<file path="src/rtl/dbg_spi_pkg.sv">
package dbg_spi_pkg;

    typedef enum logic [2:0] {
        ST_IDLE,
        ST_CMD,
        ST_ADDR,
        ST_RLOAD,
        ST_RSHIFT,
        ST_WSHIFT,
        ST_WPULSE,
        ST_DISCARD
    } dbg_state_e;

    localparam int unsigned DEF_CMD_W  = 8;
    localparam int unsigned DEF_ADDR_W = 16;
    localparam int unsigned DEF_DATA_W = 16;

endpackage

</file>
<file path="src/rtl/dbg_spi_sync.sv">
// Multi-bit bank of independent flop-chain synchronisers.
module dbg_spi_sync #(
    parameter int unsigned          W       = 3,
    parameter int unsigned          STAGES  = 2,
    parameter logic [W-1:0]         RST_VAL = '0
) (
    input  logic         clk,
    input  logic         rst_n,
    input  logic [W-1:0] async_i,
    output logic [W-1:0] sync_o
);

    generate
        for (genvar g = 0; g < W; g++) begin : g_bit
            logic [STAGES-1:0] chain_q;

            always_ff @(posedge clk or negedge rst_n) begin
                if (!rst_n) begin
                    chain_q <= {STAGES{RST_VAL[g]}};
                end else begin
                    chain_q <= {chain_q[STAGES-2:0], async_i[g]};
                end
            end

            assign sync_o[g] = chain_q[STAGES-1];
        end
    endgenerate

endmodule

</file>
<file path="src/rtl/dbg_spi_edge.sv">
// Rising and falling edge detector on an already synchronised level.
module dbg_spi_edge (
    input  logic clk,
    input  logic rst_n,
    input  logic lvl_i,
    output logic rise_o,
    output logic fall_o
);

    logic prev_q;

    always_ff @(posedge clk or negedge rst_n) begin
        if (!rst_n) begin
            prev_q <= 1'b0;
        end else begin
            prev_q <= lvl_i;
        end
    end

    assign rise_o = lvl_i & ~prev_q;
    assign fall_o = ~lvl_i & prev_q;

endmodule

</file>
<file path="src/rtl/dbg_spi_ctrl.sv">
// Frame sequencer: command, address and word phases, bus strobes.
module dbg_spi_ctrl
    import dbg_spi_pkg::*;
#(
    parameter int unsigned     CMD_W  = DEF_CMD_W,
    parameter int unsigned     ADDR_W = DEF_ADDR_W,
    parameter int unsigned     DATA_W = DEF_DATA_W,
    parameter logic [CMD_W-1:0] RD_OP = 8'h03,
    parameter logic [CMD_W-1:0] WR_OP = 8'h02
) (
    input  logic              clk,
    input  logic              rst_n,
    input  logic              cs_act_i,
    input  logic              sck_rise_i,
    input  logic              sck_fall_i,
    input  logic              mosi_i,
    output logic [ADDR_W-1:0] bus_addr_o,
    output logic [DATA_W-1:0] bus_wdata_o,
    output logic              bus_we_o,
    output logic              bus_re_o,
    output logic              tx_load_o,
    output logic              tx_shift_o,
    output logic              tx_clear_o
);

    localparam int unsigned SH_A = (ADDR_W > DATA_W) ? ADDR_W : DATA_W;
    localparam int unsigned SH_W = (SH_A > CMD_W) ? SH_A : CMD_W;
    localparam int unsigned CNT_W = $clog2(SH_W);
    localparam logic [CNT_W-1:0] CMD_LAST  = CNT_W'(CMD_W - 1);
    localparam logic [CNT_W-1:0] ADDR_LAST = CNT_W'(ADDR_W - 1);
    localparam logic [CNT_W-1:0] DATA_LAST = CNT_W'(DATA_W - 1);

    dbg_state_e        state_q, state_d;
    logic [CNT_W-1:0]  cnt_q;
    logic [SH_W-1:0]   rx_q;
    logic [SH_W-1:0]   rx_next;
    logic [ADDR_W-1:0] addr_q;
    logic              rd_q;
    logic [CNT_W-1:0]  last_idx;
    logic              shifting;
    logic              bit_last;
    logic [CMD_W-1:0]  cmd_word;
    logic              cmd_known;

    assign rx_next   = {rx_q[SH_W-2:0], mosi_i};
    assign cmd_word  = rx_next[CMD_W-1:0];
    assign cmd_known = (cmd_word == RD_OP) || (cmd_word == WR_OP);

    always_comb begin
        shifting = 1'b0;
        last_idx = DATA_LAST;
        unique case (state_q)
            ST_CMD:    begin shifting = 1'b1; last_idx = CMD_LAST;  end
            ST_ADDR:   begin shifting = 1'b1; last_idx = ADDR_LAST; end
            ST_RSHIFT: begin shifting = 1'b1; last_idx = DATA_LAST; end
            ST_WSHIFT: begin shifting = 1'b1; last_idx = DATA_LAST; end
            default:   begin shifting = 1'b0; last_idx = DATA_LAST; end
        endcase
    end

    assign bit_last = shifting && sck_rise_i && (cnt_q == last_idx);

    // Next-state logic.
    always_comb begin
        state_d = state_q;
        unique case (state_q)
            ST_IDLE: begin
                if (cs_act_i) state_d = ST_CMD;
            end
            ST_CMD: begin
                if (!cs_act_i)     state_d = ST_IDLE;
                else if (bit_last) state_d = cmd_known ? ST_ADDR : ST_DISCARD;
            end
            ST_ADDR: begin
                if (!cs_act_i)     state_d = ST_IDLE;
                else if (bit_last) state_d = rd_q ? ST_RLOAD : ST_WSHIFT;
            end
            ST_RLOAD: begin
                state_d = cs_act_i ? ST_RSHIFT : ST_IDLE;
            end
            ST_RSHIFT: begin
                if (!cs_act_i)     state_d = ST_IDLE;
                else if (bit_last) state_d = ST_RLOAD;
            end
            ST_WSHIFT: begin
                if (!cs_act_i)     state_d = ST_IDLE;
                else if (bit_last) state_d = ST_WPULSE;
            end
            ST_WPULSE: begin
                state_d = cs_act_i ? ST_WSHIFT : ST_IDLE;
            end
            ST_DISCARD: begin
                if (!cs_act_i) state_d = ST_IDLE;
            end
            default: state_d = ST_IDLE;
        endcase
    end

    // State register.
    always_ff @(posedge clk or negedge rst_n) begin
        if (!rst_n) begin
            state_q <= ST_IDLE;
        end else begin
            state_q <= state_d;
        end
    end

    // Datapath registers: bit counter, receive shifter, opcode flag, address.
    always_ff @(posedge clk or negedge rst_n) begin
        if (!rst_n) begin
            cnt_q  <= '0;
            rx_q   <= '0;
            rd_q   <= 1'b0;
            addr_q <= '0;
        end else begin
            if (!cs_act_i || state_q == ST_IDLE || state_q == ST_DISCARD) begin
                cnt_q <= '0;
            end else if (shifting && sck_rise_i) begin
                cnt_q <= bit_last ? '0 : cnt_q + 1'b1;
            end

            if (sck_rise_i && (state_q == ST_CMD || state_q == ST_ADDR ||
                               state_q == ST_WSHIFT)) begin
                rx_q <= rx_next;
            end

            if (state_q == ST_CMD && bit_last) begin
                rd_q <= (cmd_word == RD_OP);
            end

            if (state_q == ST_ADDR && bit_last) begin
                addr_q <= rx_next[ADDR_W-1:0];
            end else if (state_q == ST_RSHIFT && bit_last) begin
                addr_q <= addr_q + 1'b1;
            end else if (state_q == ST_WPULSE) begin
                addr_q <= addr_q + 1'b1;
            end
        end
    end

    // Output decode.
    always_comb begin
        bus_re_o    = (state_q == ST_RLOAD);
        bus_we_o    = (state_q == ST_WPULSE);
        tx_load_o   = (state_q == ST_RLOAD);
        tx_shift_o  = (state_q == ST_RSHIFT) && sck_fall_i;
        tx_clear_o  = (state_q == ST_IDLE);
        bus_addr_o  = addr_q;
        bus_wdata_o = rx_q[DATA_W-1:0];
    end

endmodule

</file>
<file path="src/rtl/dbg_spi_tx.sv">
// Transmit shifter and MISO level selection.
module dbg_spi_tx #(
    parameter int unsigned DATA_W = 16
) (
    input  logic              clk,
    input  logic              rst_n,
    input  logic              load_i,
    input  logic              shift_i,
    input  logic              clear_i,
    input  logic [DATA_W-1:0] rdata_i,
    input  logic              cs_act_i,
    input  logic              halted_i,
    output logic              miso_o
);

    logic [DATA_W-1:0] tx_q;
    logic              miso_q;

    always_ff @(posedge clk or negedge rst_n) begin
        if (!rst_n) begin
            tx_q   <= '0;
            miso_q <= 1'b0;
        end else if (clear_i) begin
            tx_q   <= '0;
            miso_q <= 1'b0;
        end else if (load_i) begin
            tx_q <= rdata_i;
        end else if (shift_i) begin
            miso_q <= tx_q[DATA_W-1];
            tx_q   <= {tx_q[DATA_W-2:0], 1'b0};
        end
    end

    assign miso_o = cs_act_i ? miso_q : halted_i;

endmodule

</file>
<file path="src/rtl/dbg_spi_slave.sv">
module dbg_spi_slave
    import dbg_spi_pkg::*;
#(
    parameter int unsigned      CMD_W       = DEF_CMD_W,
    parameter int unsigned      ADDR_W      = DEF_ADDR_W,
    parameter int unsigned      DATA_W      = DEF_DATA_W,
    parameter int unsigned      SYNC_STAGES = 2,
    parameter logic [CMD_W-1:0] RD_OP       = 8'h03,
    parameter logic [CMD_W-1:0] WR_OP       = 8'h02
) (
    input  logic              clk,
    input  logic              rst_n,
    input  logic              sclk_i,
    input  logic              csn_i,
    input  logic              mosi_i,
    output logic              miso_o,
    input  logic              cpu_halted_i,
    output logic [ADDR_W-1:0] bus_addr_o,
    output logic [DATA_W-1:0] bus_wdata_o,
    output logic              bus_we_o,
    output logic              bus_re_o,
    input  logic [DATA_W-1:0] bus_rdata_i
);

    localparam int unsigned N_SYNC = 3;
    // bit 0: SCLK (idles low), bit 1: chip select (idles high), bit 2: MOSI
    localparam logic [N_SYNC-1:0] SYNC_RST = 3'b010;

    logic [N_SYNC-1:0] pins_s;
    logic              sck_s, csn_s, mosi_s, cs_act;
    logic              sck_rise, sck_fall;
    logic              tx_load, tx_shift, tx_clear;

    dbg_spi_sync #(
        .W       (N_SYNC),
        .STAGES  (SYNC_STAGES),
        .RST_VAL (SYNC_RST)
    ) u_sync (
        .clk     (clk),
        .rst_n   (rst_n),
        .async_i ({mosi_i, csn_i, sclk_i}),
        .sync_o  (pins_s)
    );

    assign sck_s  = pins_s[0];
    assign csn_s  = pins_s[1];
    assign mosi_s = pins_s[2];
    assign cs_act = ~csn_s;

    dbg_spi_edge u_edge (
        .clk    (clk),
        .rst_n  (rst_n),
        .lvl_i  (sck_s),
        .rise_o (sck_rise),
        .fall_o (sck_fall)
    );

    dbg_spi_ctrl #(
        .CMD_W  (CMD_W),
        .ADDR_W (ADDR_W),
        .DATA_W (DATA_W),
        .RD_OP  (RD_OP),
        .WR_OP  (WR_OP)
    ) u_ctrl (
        .clk         (clk),
        .rst_n       (rst_n),
        .cs_act_i    (cs_act),
        .sck_rise_i  (sck_rise),
        .sck_fall_i  (sck_fall),
        .mosi_i      (mosi_s),
        .bus_addr_o  (bus_addr_o),
        .bus_wdata_o (bus_wdata_o),
        .bus_we_o    (bus_we_o),
        .bus_re_o    (bus_re_o),
        .tx_load_o   (tx_load),
        .tx_shift_o  (tx_shift),
        .tx_clear_o  (tx_clear)
    );

    dbg_spi_tx #(
        .DATA_W (DATA_W)
    ) u_tx (
        .clk      (clk),
        .rst_n    (rst_n),
        .load_i   (tx_load),
        .shift_i  (tx_shift),
        .clear_i  (tx_clear),
        .rdata_i  (bus_rdata_i),
        .cs_act_i (cs_act),
        .halted_i (cpu_halted_i),
        .miso_o   (miso_o)
    );

endmodule

</file>
<file path="config.mk">
export PLATFORM = sky130hd
export DESIGN_NAME = dbg_spi_slave
export DESIGN_NICKNAME = d
export VERILOG_FILES = /design/src/rtl/dbg_spi_pkg.sv /design/src/rtl/dbg_spi_sync.sv /design/src/rtl/dbg_spi_edge.sv /design/src/rtl/dbg_spi_ctrl.sv /design/src/rtl/dbg_spi_tx.sv /design/src/rtl/dbg_spi_slave.sv
export SDC_FILE = /design/constraint.sdc
export NUM_CORES = 1
export LEC_CHECK = 0
export ABC_AREA = 0
export BUFFER_PORTS_ARGS = -buffer_cell sky130_fd_sc_hd__buf_2
export CAP_MARGIN = 25
export CORE_MARGIN = 2
export CORE_UTILIZATION = 45
export CTS_CLUSTER_SIZE = 14
export DETAILED_ROUTE_END_ITERATION = 16
export PLACE_DENSITY = 0.66
export RECOVER_POWER = 100
export SETUP_SLACK_MARGIN = 0.02
export SLEW_MARGIN = 40
export SYNTH_ARGS = -nofsm -noshare
export SYNTH_HDL_FRONTEND = slang
export SYNTH_SLANG_ARGS = --single-unit
</file>
<file path="constraint.sdc">
create_clock -name clk -period 4.7 [get_ports clk]
set_input_delay 0.47 -clock clk [delete_from_list [all_inputs] [get_ports clk]]
set_output_delay 0.47 -clock clk [all_outputs]
set_load 0.02 [all_outputs]
</file>
Word-level counts from Yosys, hierarchy flattened
Index checks and enable logic that the tools add are counted.
{"block": "word_totals", "wordCells": 84, "in_bits": 22, "out_inout_bits": 35, "n_memories": 0, "latchBits": 0, "ff_bits": 64, "mem_bits_ro": 0, "ram_bits": 0}
{"block": "op_classes", "n_mul": 0, "n_addsub": 2, "shift": 0, "bitwise": 4, "reduce_logical": 20, "n_eq_ne": 17, "div_mod_pow": 0, "muxes": 30, "n_lt_le_gt_ge": 0}
{"operator": "16-bit two-way mux", "count": 6}
{"operator": "3-bit two-way mux", "count": 14}
{"operator": "3-bit one-hot mux with 8 select lines", "count": 1}
{"operator": "16-bit by 1-bit adder with 16-bit output, second input constant", "count": 1}
{"operator": "8-bit by 2-bit == test with 1-bit output, second input constant", "count": 2}
{"operator": "4-bit two-way mux", "count": 4}
{"operator": "3-bit == test, second input constant", "count": 4}
{"operator": "3-bit by 2-bit != test with 1-bit output, second input constant", "count": 4}
{"operator": "1-bit logical AND", "count": 7}
{"operator": "3-bit by 2-bit == test with 1-bit output, second input constant", "count": 2}
{"operator": "6-bit AND reduction", "count": 1}
{"operator": "3-bit nonzero test", "count": 2}
{"operator": "1-bit logical OR", "count": 5}
{"operator": "1-bit two-way mux", "count": 5}
{"operator": "4-bit by 1-bit adder with 4-bit output, second input constant", "count": 1}
{"operator": "4-bit == test", "count": 1}
{"operator": "2-bit != test, second input constant", "count": 2}
{"operator": "2-bit nonzero test", "count": 2}
{"operator": "4-bit OR reduction", "count": 1}
{"operator": "3-bit by 1-bit == test with 1-bit output, second input constant", "count": 1}
{"operator": "3-bit logical NOT", "count": 1}
{"operator": "1-bit AND", "count": 2}
{"operator": "2-bit by 1-bit != test with 1-bit output, second input constant", "count": 1}
{"operator": "1-bit inverter", "count": 2}
{"operator": "2-bit AND reduction", "count": 1}

Longest topological paths before layout
Gate-level depths: netlist (run 1).
{"block": "depth", "ltp_word": 8, "mapped_depth": 7, "ltp_nobuf": 5}

Modules after synthesis
Synthesis (run 1) repeated with hierarchy kept, for this count alone.
{"block": "hier_totals", "hier_cells": 312, "hier_area_um2": 3311.9}
{"module": "dbg_spi_ctrl", "seq_area_each_um2": 1001.0, "cells_each": 224, "area_each_um2": 2160.8, "instances": 1}
{"module": "dbg_spi_tx", "seq_area_each_um2": 425.4, "cells_each": 75, "area_each_um2": 932.1, "instances": 1}
{"module": "dbg_spi_sync", "seq_area_each_um2": 152.6, "cells_each": 9, "area_each_um2": 175.2, "instances": 1}
{"module": "dbg_spi_edge", "seq_area_each_um2": 25.0, "cells_each": 3, "area_each_um2": 40.0, "instances": 1}
{"module": "dbg_spi_slave", "seq_area_each_um2": 0.0, "cells_each": 1, "area_each_um2": 3.8, "instances": 1}

Worst setup path after synthesis (run 1)
No wires, ideal clock.
{"block": "synth_path", "path_kind": "reg2reg", "from": "register u_ctrl.addr_q[0], in the netlist u_ctrl.bus_addr_o[0]", "to": "register u_ctrl.addr_q[12], in the netlist u_ctrl.bus_addr_o[12]", "setup_time_ps": 65, "t_required_ps": 4635, "arrival_ps": 1633, "synth_period_minus_slack_ps": 1698, "path_stages_with_launch": 6, "n_path_buf": 0, "slack_ps": 3002, "path_cell_list": "dfrtp_1 -> ha_1 -> nand4_1 -> or4_1 -> a21oi_1 -> o22a_1"}
{"block": "synth_between", "elab_chain_cells": 4}
{"element": "start, declared", "line_no": "dbg_spi_ctrl.sv:37", "rtl": "logic [ADDR_W-1:0] addr_q;"}
{"element": "start signal, assigned", "line_no": "dbg_spi_ctrl.sv:132", "rtl": "addr_q <= rx_next[ADDR_W-1:0];"}
{"element": "start signal, assigned", "line_no": "dbg_spi_ctrl.sv:134", "rtl": "addr_q <= addr_q + 1'b1;"}
{"element": "start signal, assigned", "line_no": "dbg_spi_ctrl.sv:136", "rtl": "addr_q <= addr_q + 1'b1;"}
{"element": "16-bit by 1-bit adder with 16-bit output (*)", "line_no": "dbg_spi_ctrl.sv:134, dbg_spi_ctrl.sv:136"}
{"element": "16-bit two-way mux", "line_no": "dbg_spi_ctrl.sv:135", "rtl": "end else if (state_q == ST_WPULSE) begin"}
{"element": "16-bit two-way mux (*)", "line_no": "dbg_spi_ctrl.sv:133", "rtl": "end else if (state_q == ST_RSHIFT && bit_last) begin"}
{"element": "16-bit two-way mux (*)", "line_no": "dbg_spi_ctrl.sv:131", "rtl": "if (state_q == ST_ADDR && bit_last) begin"}
Every way passes the cells marked *; elsewhere a longest branch is shown, timed or not. The select of a mux whose other input is x is not followed.
A chain may end at the register's enable or synchronous reset.

Worst setup path after layout (run 1)
{"block": "layout_path", "from": "register u_ctrl.cnt_q[0]", "to": "register u_ctrl.addr_q[9], in the netlist u_ctrl.bus_addr_o[9]"}
{"block": "layout_between", "elab_chain_cells": 5, "elab_cells_between_ends": 7, "cone_classes": "eq/ne: 1; mux: 2; reduce/logical: 4"}
{"element": "start, declared", "line_no": "dbg_spi_ctrl.sv:34", "rtl": "logic [CNT_W-1:0] cnt_q;"}
{"element": "start signal, assigned", "line_no": "dbg_spi_ctrl.sv:119", "rtl": "cnt_q <= bit_last ? '0 : cnt_q + 1'b1;"}
{"element": "4-bit == test (*)", "line_no": "dbg_spi_ctrl.sv:61", "rtl": "assign bit_last = shifting && sck_rise_i && (cnt_q == last_idx);"}
{"element": "1-bit logical AND (*)", "line_no": "dbg_spi_ctrl.sv:61"}
{"element": "1-bit logical AND", "line_no": "dbg_spi_ctrl.sv:133"}
{"element": "16-bit two-way mux", "line_no": "dbg_spi_ctrl.sv:133"}
{"element": "16-bit two-way mux", "line_no": "dbg_spi_ctrl.sv:131"}
Every way passes the cells marked *; elsewhere a longest branch is shown, timed or not.

==> impl_metrics.csv, run 1 <==
group,metric,value,unit
floorplan,die_x,89.48,um
floorplan,start_util,0.4582,
cells_and_area,synthToLayoutAreaGrowth,14.35,%
clocking,cts_buffers,9,
synth,yosys-top-cells-area,"dfrtp_1 (47%), mux2_2 (5.5%), a31oi_1 (4.2%), nand3_1 (3.5%), nand2b_1 (3.4%)",
routing,drt.antenna.violating_nets,0,
clocking,cts_sinks,64,
global_routing,grt_overflow,0,
placed_design,port_buffers,56,
sta,fmax,0.3323,GHz
placed_design,routabilityCongestion,0.7754,
clocking,cts_setup_buffers,0,
sta,report.final.slew_viol_count,28,
synth,dominantRegCellSynth,"dfrtp_1",
synth,ys_seq_area_frac,0.4878,
clocking,hold_buffers,0,
floorplan,io_pins,57,
setup_path,arrival,3.24,ns
power,irDropWorstVdd,0.2271,mV
clocking,ctsResizeCount,0,
setup_path,startpoint_type,"flip-flop",
routing,first_pass_iters,4,
clocking,htreeDepth,3,
cells_and_area,num-nets-final,396,
floorplan,die_height,89.48,um
routing,drc,0,
sta,tightestPinTransition,1.537,ns
power,clkPwrFrac,0.395,
sta,setup_viol,0,
sta,period_minus_slack,3.009,ns
global_routing,antenna_found_initial,0,
power,switchingPower,0.3682,mW
clocking,clkTransAtPathRegs,0.08,ns
clocking,clock_path_buffers,2,
global_routing,grt_pass1_vias,2313,
power,powerDensity,358.3,nW/um2
placed_design,dp_hpwl,4823,um
synth,avgSynthCellArea,10.09,um2
cells_and_area,design_area,3760,um2
sta,setup_tns,0,ns
synth,synthCells,326,
routing,wl_per_cell,15.51,um
synth,synth_top_cell_area_share,0.4718,
power,p_comb_frac,0.123,
cells_and_area,layout.cells.non_filler,475,
routing,totalWireLength,7368,um
power,total_power,1.347,mW
synth,ys_ff_latch,64,
global_routing,grt_max_degree,65,
sta,rsz0062_at_grt,"no",
synth,syn_area,3288,um2
placed_design,dp_cells,460,
synth,synth_commonest_cells,"dfrtp_1 (62), nand3_1 (23), a31oi_1 (22)",
floorplan,fp.coreArea,7176,um2
routing,vias_per_cell,5.669,
clocking,clock_latency,0.35,ns
clocking,ctsRootBufferMaster,"clkbuf_8",
synth,synthArstFlopShare,1.000,
routing,vias,2693,
setup_path,crit_fanout,27,
synth,synth_edf_count,0,
setup_path,required,4.93,ns
cells_and_area,fillCellCount,698,
sta,slew_headroom,-0.02440,
clocking,cts_tree,"done",
setup_path,crit_type,"reg2reg",
worst_hold_path,hold_class,"in2async",
outcome,status,"finished, violations left",
floorplan,dieArea,8007,um2
synth,yosysMostFrequentCell,"dfrtp_1",
global_routing,track_usage,0.1899,
synth,ys_warn_count,0,
routing,drt_iter0_drc,229,
synth,synth.distinct_cells,52,
sta,finalHoldViolCount,0,
synth,synth_largest_area_cell,"dfrtp_1",
sta,clock_skew,0.01246,ns
synth,synth_fp_nets,350,
job,drv_cap,1,
global_routing,grt_pass1_wl,11670,um
power,pwr-share-seq,0.482,
power,power.internal,0.9791,mW
power,p_sw_frac,0.2733,
cells_and_area,drive_above_1_share,0.1596,
floorplan,rows,31,
outcome,violations,"max-capacitance violations, max-slew violations",
placed_design,dpl_cell_area,3597,um2
setup_path,endpoint_kind,"flip-flop",
cells_and_area,insertedDiodeCount,0,
power,leakage,1.593,nW
setup_path,rr_worst_depth,5,
sta,period_share,0.6402,
-- layout by cell type (no fill, tap or decap), drive strengths merged, types with 3 or more instances in the layout --
| cell type | netlist | layout |
|---|---|---|
| buf | 11 | 25 |
| nand2 | 14 | 14 |
| a31oi | 22 | 22 |
| and3 | 4 | 4 |
| dfrtp | 62 | 62 |
| o22ai | 4 | 4 |
| nand2b | 18 | 18 |
| a21oi | 17 | 17 |
| nor3 | 10 | 10 |
| inv | 4 | 4 |
| nand3 | 23 | 23 |
| and4 | 4 | 4 |
| nor2 | 21 | 21 |
| mux2 | 16 | 16 |
| o22a | 6 | 6 |
| nand4 | 11 | 11 |
| a2bb2oi | 8 | 8 |
| clkbuf | 14 | 47 |
| mux2i | 5 | 5 |
| o21ai | 14 | 14 |
| a211oi | 3 | 3 |
-- layer usage --
| metal | track usage | part of all wire | wire length, um | up-vias |
|---|---|---|---|---|
| met5 | 0 | 0 | 0 | - |
| met4 | 0.08955 | 0.019 | 140 | 0 |
| met3 | 0.03416 | 0.039 | 291 | 13 |
| met2 | 0.2613 | 0.45 | 3344 | 58 |
| met1 | 0.2869 | 0.49 | 3592 | 1310 |
| li1 | - | - | - | 1312 |
-- final timing paths --
check                      slack, ns                                   end                                 start
hold reg to reg                 0.35  u_sync.g_bit[0].chain_q[1]$_DFF_PN0_  u_sync.g_bit[0].chain_q[0]$_DFF_PN0_
max in group asynchronous       4.06      u_ctrl.bus_addr_o[0]$_DFFE_PN0P_                                 rst_n
hold / removal                  0.18    u_ctrl.bus_wdata_o[13]$_DFFE_PN0P_                                 rst_n
setup / recovery                1.69      u_ctrl.bus_addr_o[9]$_DFFE_PN0P_           u_ctrl.cnt_q[0]$_DFFE_PN0P_
setup reg to reg                1.69      u_ctrl.bus_addr_o[9]$_DFFE_PN0P_           u_ctrl.cnt_q[0]$_DFFE_PN0P_
min in group clk                0.22  u_sync.g_bit[1].chain_q[0]$_DFF_PN1_                                 csn_i
-- cells by family after synthesis --
logic type | after synthesis | synth area share
simple gates | 120 | 0.2093
flops | 64 | 0.4878
fa+ha+maj | 2 | 0.007609
mux | 21 | 0.07001
compound gates | 87 | 0.1747
buf+inv | 29 | 0.04261
xor+xnor | 3 | 0.007992
-- layout make-up --
cell class	instances	area (um2)	area share
clock buffers	12	155.1	0.04126
inverters	4	15.01	0.003993
well taps	99	123.9	0.03295
repair buffers	60	267.8	0.07121
flip-flops and latches	64	1604	0.4266
clock inverters	3	65.06	0.01730
multi-input cells	233	1529	0.4067
-- worst max-delay path, stage by stage, from the launching register on --
cell      delay [ns]
dfrtp_1         0.40
ha_1            0.24
nand4b_1        0.52
or2_0           1.23
a41oi_1         0.25
o22a_1          0.26
-- through the flow --
stage	util	hold WS (ns)	setup slack (ns)
5_1_grt	0.5240	0.2107	1.435
6_report	0.5240	0.1811	1.691
4_1_cts	0.5320	0.2100	2.422
3_3_place_gp	0.5013	0.3341	2.528
2_1_floorplan	-	0.1744	3.002
3_5_place_dp	0.5013	0.3426	2.428
-- state kept, by name, indices dropped and copies added (netlist names) --
name	flops
u_tx.miso_q	1
u_ctrl.rd_q	1
u_edge.prev_q	1
u_ctrl.state_q	3
u_tx.tx_q	16
u_ctrl.bus_wdata_o	16
u_sync.g_bit.chain_q	6
u_ctrl.cnt_q	4
u_ctrl.bus_addr_o	16
-- power groups by stage --
| stage | Combinational, mW | Clock, mW | Sequential, mW |
|---|---|---|---|
| floorplan | 0.0671 | 0 | 0.683 |
| global placement | 0.176 | 0 | 0.658 |
| detailed placement | 0.178 | 0 | 0.660 |
| CTS | 0.179 | 0.541 | 0.650 |
| global route | 0.180 | 0.569 | 0.658 |
| finish | 0.166 | 0.532 | 0.649 |
No activity file was read; power rests on OpenSTA's default activity.
==> inputs of run 2 (changes only) <==
--- a/config.mk
+++ b/config.mk
@@ -12,7 +12,7 @@
 export CORE_UTILIZATION = 45
 export CTS_CLUSTER_SIZE = 14
 export DETAILED_ROUTE_END_ITERATION = 16
-export PLACE_DENSITY = 0.66
+export PLACE_DENSITY = 0.69
 export RECOVER_POWER = 100
 export SETUP_SLACK_MARGIN = 0.02
 export SLEW_MARGIN = 40
==> constraint.sdc (replaced) <==
create_clock -name clk -period 2.6 [get_ports clk]
set_input_delay 0.26 -clock clk [delete_from_list [all_inputs] [get_ports clk]]
set_output_delay 0.26 -clock clk [all_outputs]
set_load 0.02 [all_outputs]
==> run 2 against run 1 <==
Compared with the run above:
- the flow still finishes with violations (max-capacitance violations, max-slew violations)
- fmax is 36% higher
- combinational power rose by 87%
- wire length shrank 0.45%
==> impl_metrics.csv, run 2 (synthesized netlist as in run 1, its figures left out) <==
group,metric,value,unit
sta,finalHoldViolCount,0,
setup_path,cp_cell_sequence,"ha_1 -> nand4b_4 -> or2_1 -> a41oi_1 -> o22a_1",
sta,setup_viol,0,
floorplan,dieArea,8007,um2
power,leakage,1.641,nW
clocking,ctsRootBufferMaster,"clkbuf_8",
job,drv_cap,1,
sta,slew_headroom,-0.1600,
clocking,clkTransAtPathRegs,0.07,ns
clocking,hold_buffers,1,
setup_path,crit_fanout,27,
cells_and_area,drive_above_1_share,0.1627,
floorplan,rows,31,
floorplan,start_util,0.4582,
routing,vias,2708,
setup_path,crit_type,"reg2reg",
routing,vias_per_cell,5.642,
outcome,violations,"max-capacitance violations, max-slew violations",
floorplan,fp.coreArea,7176,um2
placed_design,dp_hpwl,4915,um
clocking,cts_buffers,9,
routing,totalWireLength,7335,um
global_routing,grt_overflow,0,
sta,tightestPinTransition,1.740,ns
setup_path,endpoint_kind,"flip-flop",
clocking,cts_sinks,64,
setup_path,startpoint_type,"flip-flop",
floorplan,die_x,89.48,um
setup_path,arrival,2.45,ns
setup_path,required,2.83,ns
cells_and_area,layout_commonest_cell,"dfrtp_1",
global_routing,antenna_found_initial,0,
power,irDropWorstVdd,0.4513,mV
sta,holdWs,0.02227,ns
cells_and_area,mostFrequentLayoutCells,"dfrtp_1 (62), clkbuf_1 (40), nand3_1 (23)",
routing,drt_iter0_drc,135,
placed_design,port_buffers,56,
setup_path,crit_path_max_incr_delay,0.75,ns
sta,fmax,0.4508,GHz
global_routing,grt_max_degree,35,
sta,report.final.slew_viol_count,31,
clocking,htreeDepth,3,
placed_design,dpl_cell_area,3640,um2
setup_path,critPathBufInv,0,
clocking,cts_setup_buffers,0,
floorplan,die_height,89.48,um
clocking,clock_latency,0.34,ns
sta,setup_tns,0,ns
sta,period_share,0.8532,
cells_and_area,final_util,0.5290,
clocking,clock_path_buffers,2,
routing,drt.antenna.violating_nets,0,
placed_design,routabilityCongestion,0.8163,
routing,drc,0,
sta,period_minus_slack,2.218,ns
global_routing,grt_pass1_vias,2410,
sta,clock_skew,0.01305,ns
routing,first_pass_iters,5,
worst_hold_path,hold_class,"in2reg",
global_routing,track_usage,0.1899,
cells_and_area,insertedDiodeCount,0,
setup_path,critical_path.top_delay_family,"simple AND/OR/NAND/NOR gates",
setup_path,slowest_stage,"or2_1",
sta,finalWorstSetupSlack,0.3818,ns
global_routing,grt_pass1_wl,11620,um
clocking,cts_tree,"done",
cells_and_area,synthToLayoutAreaGrowth,15.45,%
placed_design,place_ws,0.3982,ns
outcome,status,"finished, violations left",
clocking,ctsResizeCount,0,
sta,rsz0062_at_grt,"no",
power,powerDensity,625.6,nW/um2
cells_and_area,design_area,3796,um2
floorplan,io_pins,57,
routing,wl_per_cell,15.28,um
cells_and_area,num-nets-final,401,
run 2: routing by layer:
layer	part of all wire	wire, um	global-route usage
met4	0.0082	60	0.06784
met3	0.039	289	0.05171
met1	0.49	3601	0.2610
met5	0	0	0
met2	0.46	3384	0.2896
run 2: through the flow:
stage	power, mW	cells
after detailed placement	1.514	464
final	2.375	480
after global placement	1.508	464
after global routing	2.480	480
after CTS	2.414	480
after floorplan	1.356	326
run 2: where the power goes:
| part | leakage [nW] | internal [mW] | total [mW] | switching, mW |
|---|---|---|---|---|
| clock network | 0.103 | 0.532 | 0.895 | 0.363 |
| logic | 0.677 | 0.120 | 0.310 | 0.191 |
| registers | 0.861 | 1.07 | 1.17 | 0.100 |
run 2: area by class of cell:
class	count	area, um2
Clock buffer	11	131.4
Clock inverter	4	70.07
Fill cell	700	3379
Inverter	4	15.01
Multi-Input combinational cell	233	1544
Sequential cell	64	1604
Tap cell	99	123.9
Timing Repair Buffer	65	307.8
run 2: path summary, 6_finish.rpt:
kind	start	endpoint	slack, ns	depth (start not counted)
worst max-delay path	u_ctrl.cnt_q[0]$_DFFE_PN0P_	u_ctrl.bus_addr_o[14]$_DFFE_PN0P_	0.38	5
worst min-delay path	csn_i	u_sync.g_bit[1].chain_q[0]$_DFF_PN1_	0.02	1
worst max register to register	u_ctrl.cnt_q[0]$_DFFE_PN0P_	u_ctrl.bus_addr_o[14]$_DFFE_PN0P_	0.38	5
worst min register to register	u_sync.g_bit[2].chain_q[0]$_DFF_PN0_	u_sync.g_bit[2].chain_q[1]$_DFF_PN0_	0.35	0
max in group asynchronous	rst_n	u_ctrl.state_q[1]$_DFFE_PN0P_	0.67	2
min in group asynchronous	rst_n	u_ctrl.bus_addr_o[12]$_DFFE_PN0P_	0.90	2
==> inputs of run 3 (changes only) <==
--- a/config.mk
+++ b/config.mk
@@ -5,7 +5,7 @@
 export SDC_FILE = /design/constraint.sdc
 export NUM_CORES = 1
 export LEC_CHECK = 0
-export ABC_AREA = 0
+export ABC_AREA = 1
 export BUFFER_PORTS_ARGS = -buffer_cell sky130_fd_sc_hd__buf_2
 export CAP_MARGIN = 25
 export CORE_MARGIN = 2
==> run 3 against run 2 <==
Compared with the run above:
- the flow still finishes with violations (max-capacitance violations, max-slew violations)
- global-route usage up 0.91 points
- critical path depth is 3 higher
- worst setup slack improved by 0.089 ns
- first-iteration DRC count grew 7.4%
- register-to-register slack gained 0.09 ns
- core utilization is 1.4 points higher
- clock power rose by 2.9%
- wire length increased by 5.7%
- worst hold slack gained 0.0072 ns
- total power grew 49%
==> impl_metrics.csv, run 3 <==
group,metric,value,unit
floorplan,die_x,91.54,um
routing,drt.antenna.violating_nets,0,
power,p_comb_frac,0.328,
setup_path,startpoint_type,"flip-flop",
floorplan,fp.coreArea,7331,um2
sta,setup_viol,0,
routing,first_pass_iters,4,
synth,dominantRegCellSynth,"dfrtp_1",
power,power.internal,2.150,mW
synth,yosysMostFrequentCell,"nand2_1",
clocking,clock_latency,0.34,ns
sta,report.final.slew_viol_count,31,
clocking,cts_tree,"done",
global_routing,antenna_found_initial,0,
synth,synth_largest_area_cell,"dfrtp_1",
sta,fmax,0.4696,GHz
sta,clock_skew,0.008288,ns
clocking,htreeDepth,3,
cells_and_area,synthToLayoutAreaGrowth,15.38,%
setup_path,arrival,2.36,ns
global_routing,grt_pass1_wl,13480,um
setup_path,crit_end,"u_ctrl.bus_addr_o[10]$_DFFE_PN0P_",
routing,vias,3069,
setup_path,r2r-start,"u_ctrl.state_q[0]$_DFFE_PN0P_",
cells_and_area,drive_above_1_share,0.1377,
cells_and_area,num-nets-final,520,
power,powerDensity,891.2,nW/um2
synth,synthArstFlopShare,1.000,
setup_path,cp-startpoint,"u_ctrl.state_q[0]$_DFFE_PN0P_",
sta,rsz0062_at_grt,"no",
placed_design,dpl_cell_area,3806,um2
synth,yosys-top-cells-area,"dfrtp_1 (45%), nand2_1 (17%), nand3_1 (5.2%), o21ai_0 (4.8%), inv_1 (3.5%)",
synth,ys_seq_area_frac,0.4652,
clocking,cts_buffers,9,
synth,synth_edf_count,0,
cells_and_area,mostFrequentLayoutCells,"nand2_1 (154), dfrtp_1 (62), nand3_1 (37), clkbuf_1 (37)",
global_routing,grt_max_degree,31,
routing,totalWireLength,7753,um
setup_path,crit_path_max_incr_delay,0.44,ns
clocking,cts_sinks,64,
cells_and_area,design_area,3979,um2
global_routing,grt_pass1_vias,2861,
floorplan,io_pins,57,
sta,setup_tns,0,ns
cells_and_area,fillCellCount,701,
setup_path,rr_worst_depth,8,
synth,synthCells,436,
clocking,hold_buffers,2,
routing,wl_per_cell,12.92,um
outcome,violations,"max-capacitance violations, max-slew violations",
power,switchingPower,1.396,mW
power,clkPwrFrac,0.260,
routing,vias_per_cell,5.115,
power,pwr-share-seq,0.412,
cells_and_area,insertedDiodeCount,0,
synth,ys_warn_count,0,
synth,avgSynthCellArea,7.909,um2
floorplan,die_height,91.54,um
cells_and_area,layout_commonest_cell,"nand2_1",
clocking,cts_setup_buffers,0,
clocking,clkTransAtPathRegs,0.07,ns
routing,drt_iter0_drc,145,
placed_design,dp_hpwl,5512,um
placed_design,routabilityCongestion,0.9238,
worst_hold_path,hold_class,"in2reg",
outcome,status,"finished, violations left",
synth,synth.distinct_cells,33,
floorplan,start_util,0.4704,
setup_path,cp_cell_sequence,"inv_1 -> nand3_1 -> nand3_2 -> nand3_2 -> nor2_4 -> o21bai_2 -> nand2_1 -> nand2_1",
clocking,ctsResizeCount,0,
worst_hold_path,holdCritStartpoint,"sclk_i",
sta,period_minus_slack,2.130,ns
global_routing,track_usage,0.1990,
job,drv_cap,1,
global_routing,grt_overflow,0,
synth,syn_area,3448,um2
setup_path,crit_type,"reg2reg",
synth,ys_ff_latch,64,
floorplan,dieArea,8380,um2
setup_path,crit_fanout,18,
synth,synth_top_cell_area_share,0.4499,
clocking,clock_path_buffers,2,
sta,slew_headroom,-0.1001,
setup_path,rr_endpoint,"u_ctrl.bus_addr_o[10]$_DFFE_PN0P_",
power,p_sw_frac,0.3938,
sta,tightestPinTransition,1.650,ns
setup_path,endpoint_kind,"flip-flop",
floorplan,rows,31,
placed_design,port_buffers,56,
sta,finalHoldViolCount,0,
clocking,ctsRootBufferMaster,"clkbuf_8",
synth,synth_fp_nets,460,
setup_path,r2r_slack,0.47,ns
sta,period_share,0.8191,
power,leakage,1.990,nW
synth,synth_commonest_cells,"nand2_1 (153), dfrtp_1 (62), nand3_1 (36)",
setup_path,required,2.83,ns
routing,drc,0,
worst_hold_path,min_path_cells,1,
power,irDropWorstVdd,0.5970,mV
setup_path,slowest_stage,"dfrtp_1",
## run 3: cell count changes after synthesis, sizes merged, moves of 7 or more
cell     delta
a2bb2oi     -8
inv        +31
a31oi      -22
nand3      +20
mux2        -8
clkbuf     -11
nor2       +14
o21ai      +20
o31ai      +12
nor3        -7
nand2     +142
a21oi      -11
nand2b     -18
## run 3: worst min path at each step
stage,endpoint
floorplan,u_ctrl.bus_addr_o[0]$_DFFE_PN0P_
global placement,u_ctrl.bus_addr_o[7]$_DFFE_PN0P_
detailed placement,u_sync.g_bit[2].chain_q[1]$_DFF_PN0_
CTS,u_sync.g_bit[0].chain_q[0]$_DFF_PN0_
global route,u_sync.g_bit[0].chain_q[0]$_DFF_PN0_
finish,u_sync.g_bit[0].chain_q[0]$_DFF_PN0_
## run 3: worst max-delay path, delay by kind of cell, from the launching register on
family	cells	cell delay [ns]
flip-flops	1	0.44
AND/OR/NAND/NOR	6	1.07
AO/OA/AOI/OAI	1	0.32
buffers and inverters	1	0.19
## run 3: kinds of logic (layout without fill, tap and decap cells)
group | count (synthesis) | after routing | synth area share
AOI/OAI and AO/OA | 55 | 55 | 0.09833
xor gates and xnor gates | 9 | 9 | 0.02286
buffers and inverters | 53 | 118 | 0.06930
DFF | 64 | 64 | 0.4652
muxes | 8 | 8 | 0.02613
and+or+nand+nor | 245 | 245 | 0.3110
adders and majority gates | 2 | 2 | 0.007256
## run 3: power groups by stage
| stage | clock network (mW) | logic [mW] | registers [mW] |
|---|---|---|---|
| 2_1_floorplan | 0 | 0.818 | 1.52 |
| 3_3_place_gp | 0 | 1.19 | 1.47 |
| 3_5_place_dp | 0 | 1.22 | 1.47 |
| 4_1_cts | 0.943 | 1.22 | 1.46 |
| 5_1_grt | 0.993 | 1.32 | 1.50 |
| 6_report | 0.921 | 1.16 | 1.46 |
## run 3: cell type report
| type | count | area, um2 | area share |
|---|---|---|---|
| clock inverters | 2 | 35.03 | 0.008805 |
| repair buffers | 65 | 302.8 | 0.07610 |
| multi-input cells | 319 | 1590 | 0.3997 |
| flip-flops and latches | 64 | 1604 | 0.4031 |
| inverters | 37 | 140.1 | 0.03522 |
| clock buffers | 14 | 182.7 | 0.04591 |
| well taps | 99 | 123.9 | 0.03113 |
## run 3: layer usage
metal / share of wire / global-route usage
met1: 0.48 / 0.2829
met2: 0.45 / 0.2984
met3: 0.062 / 0.04896
met4: 0.011 / 0.06313
met5: 0 / 0
## run 3: metrics by stage
step	hold slack (ns)	util	setup slack (ns)	cells	power, mW
3_3_place_gp	0.3295	0.5192	0.7457	582	2.655
6_report	0.02946	0.5428	0.4703	600	3.546
3_5_place_dp	0.3347	0.5192	0.7032	582	2.691
2_1_floorplan	-0.03559	-	0.9484	436	2.337
5_1_grt	0.003556	0.5428	0.2545	600	3.812
4_1_cts	0.008028	0.5516	0.6868	600	3.624
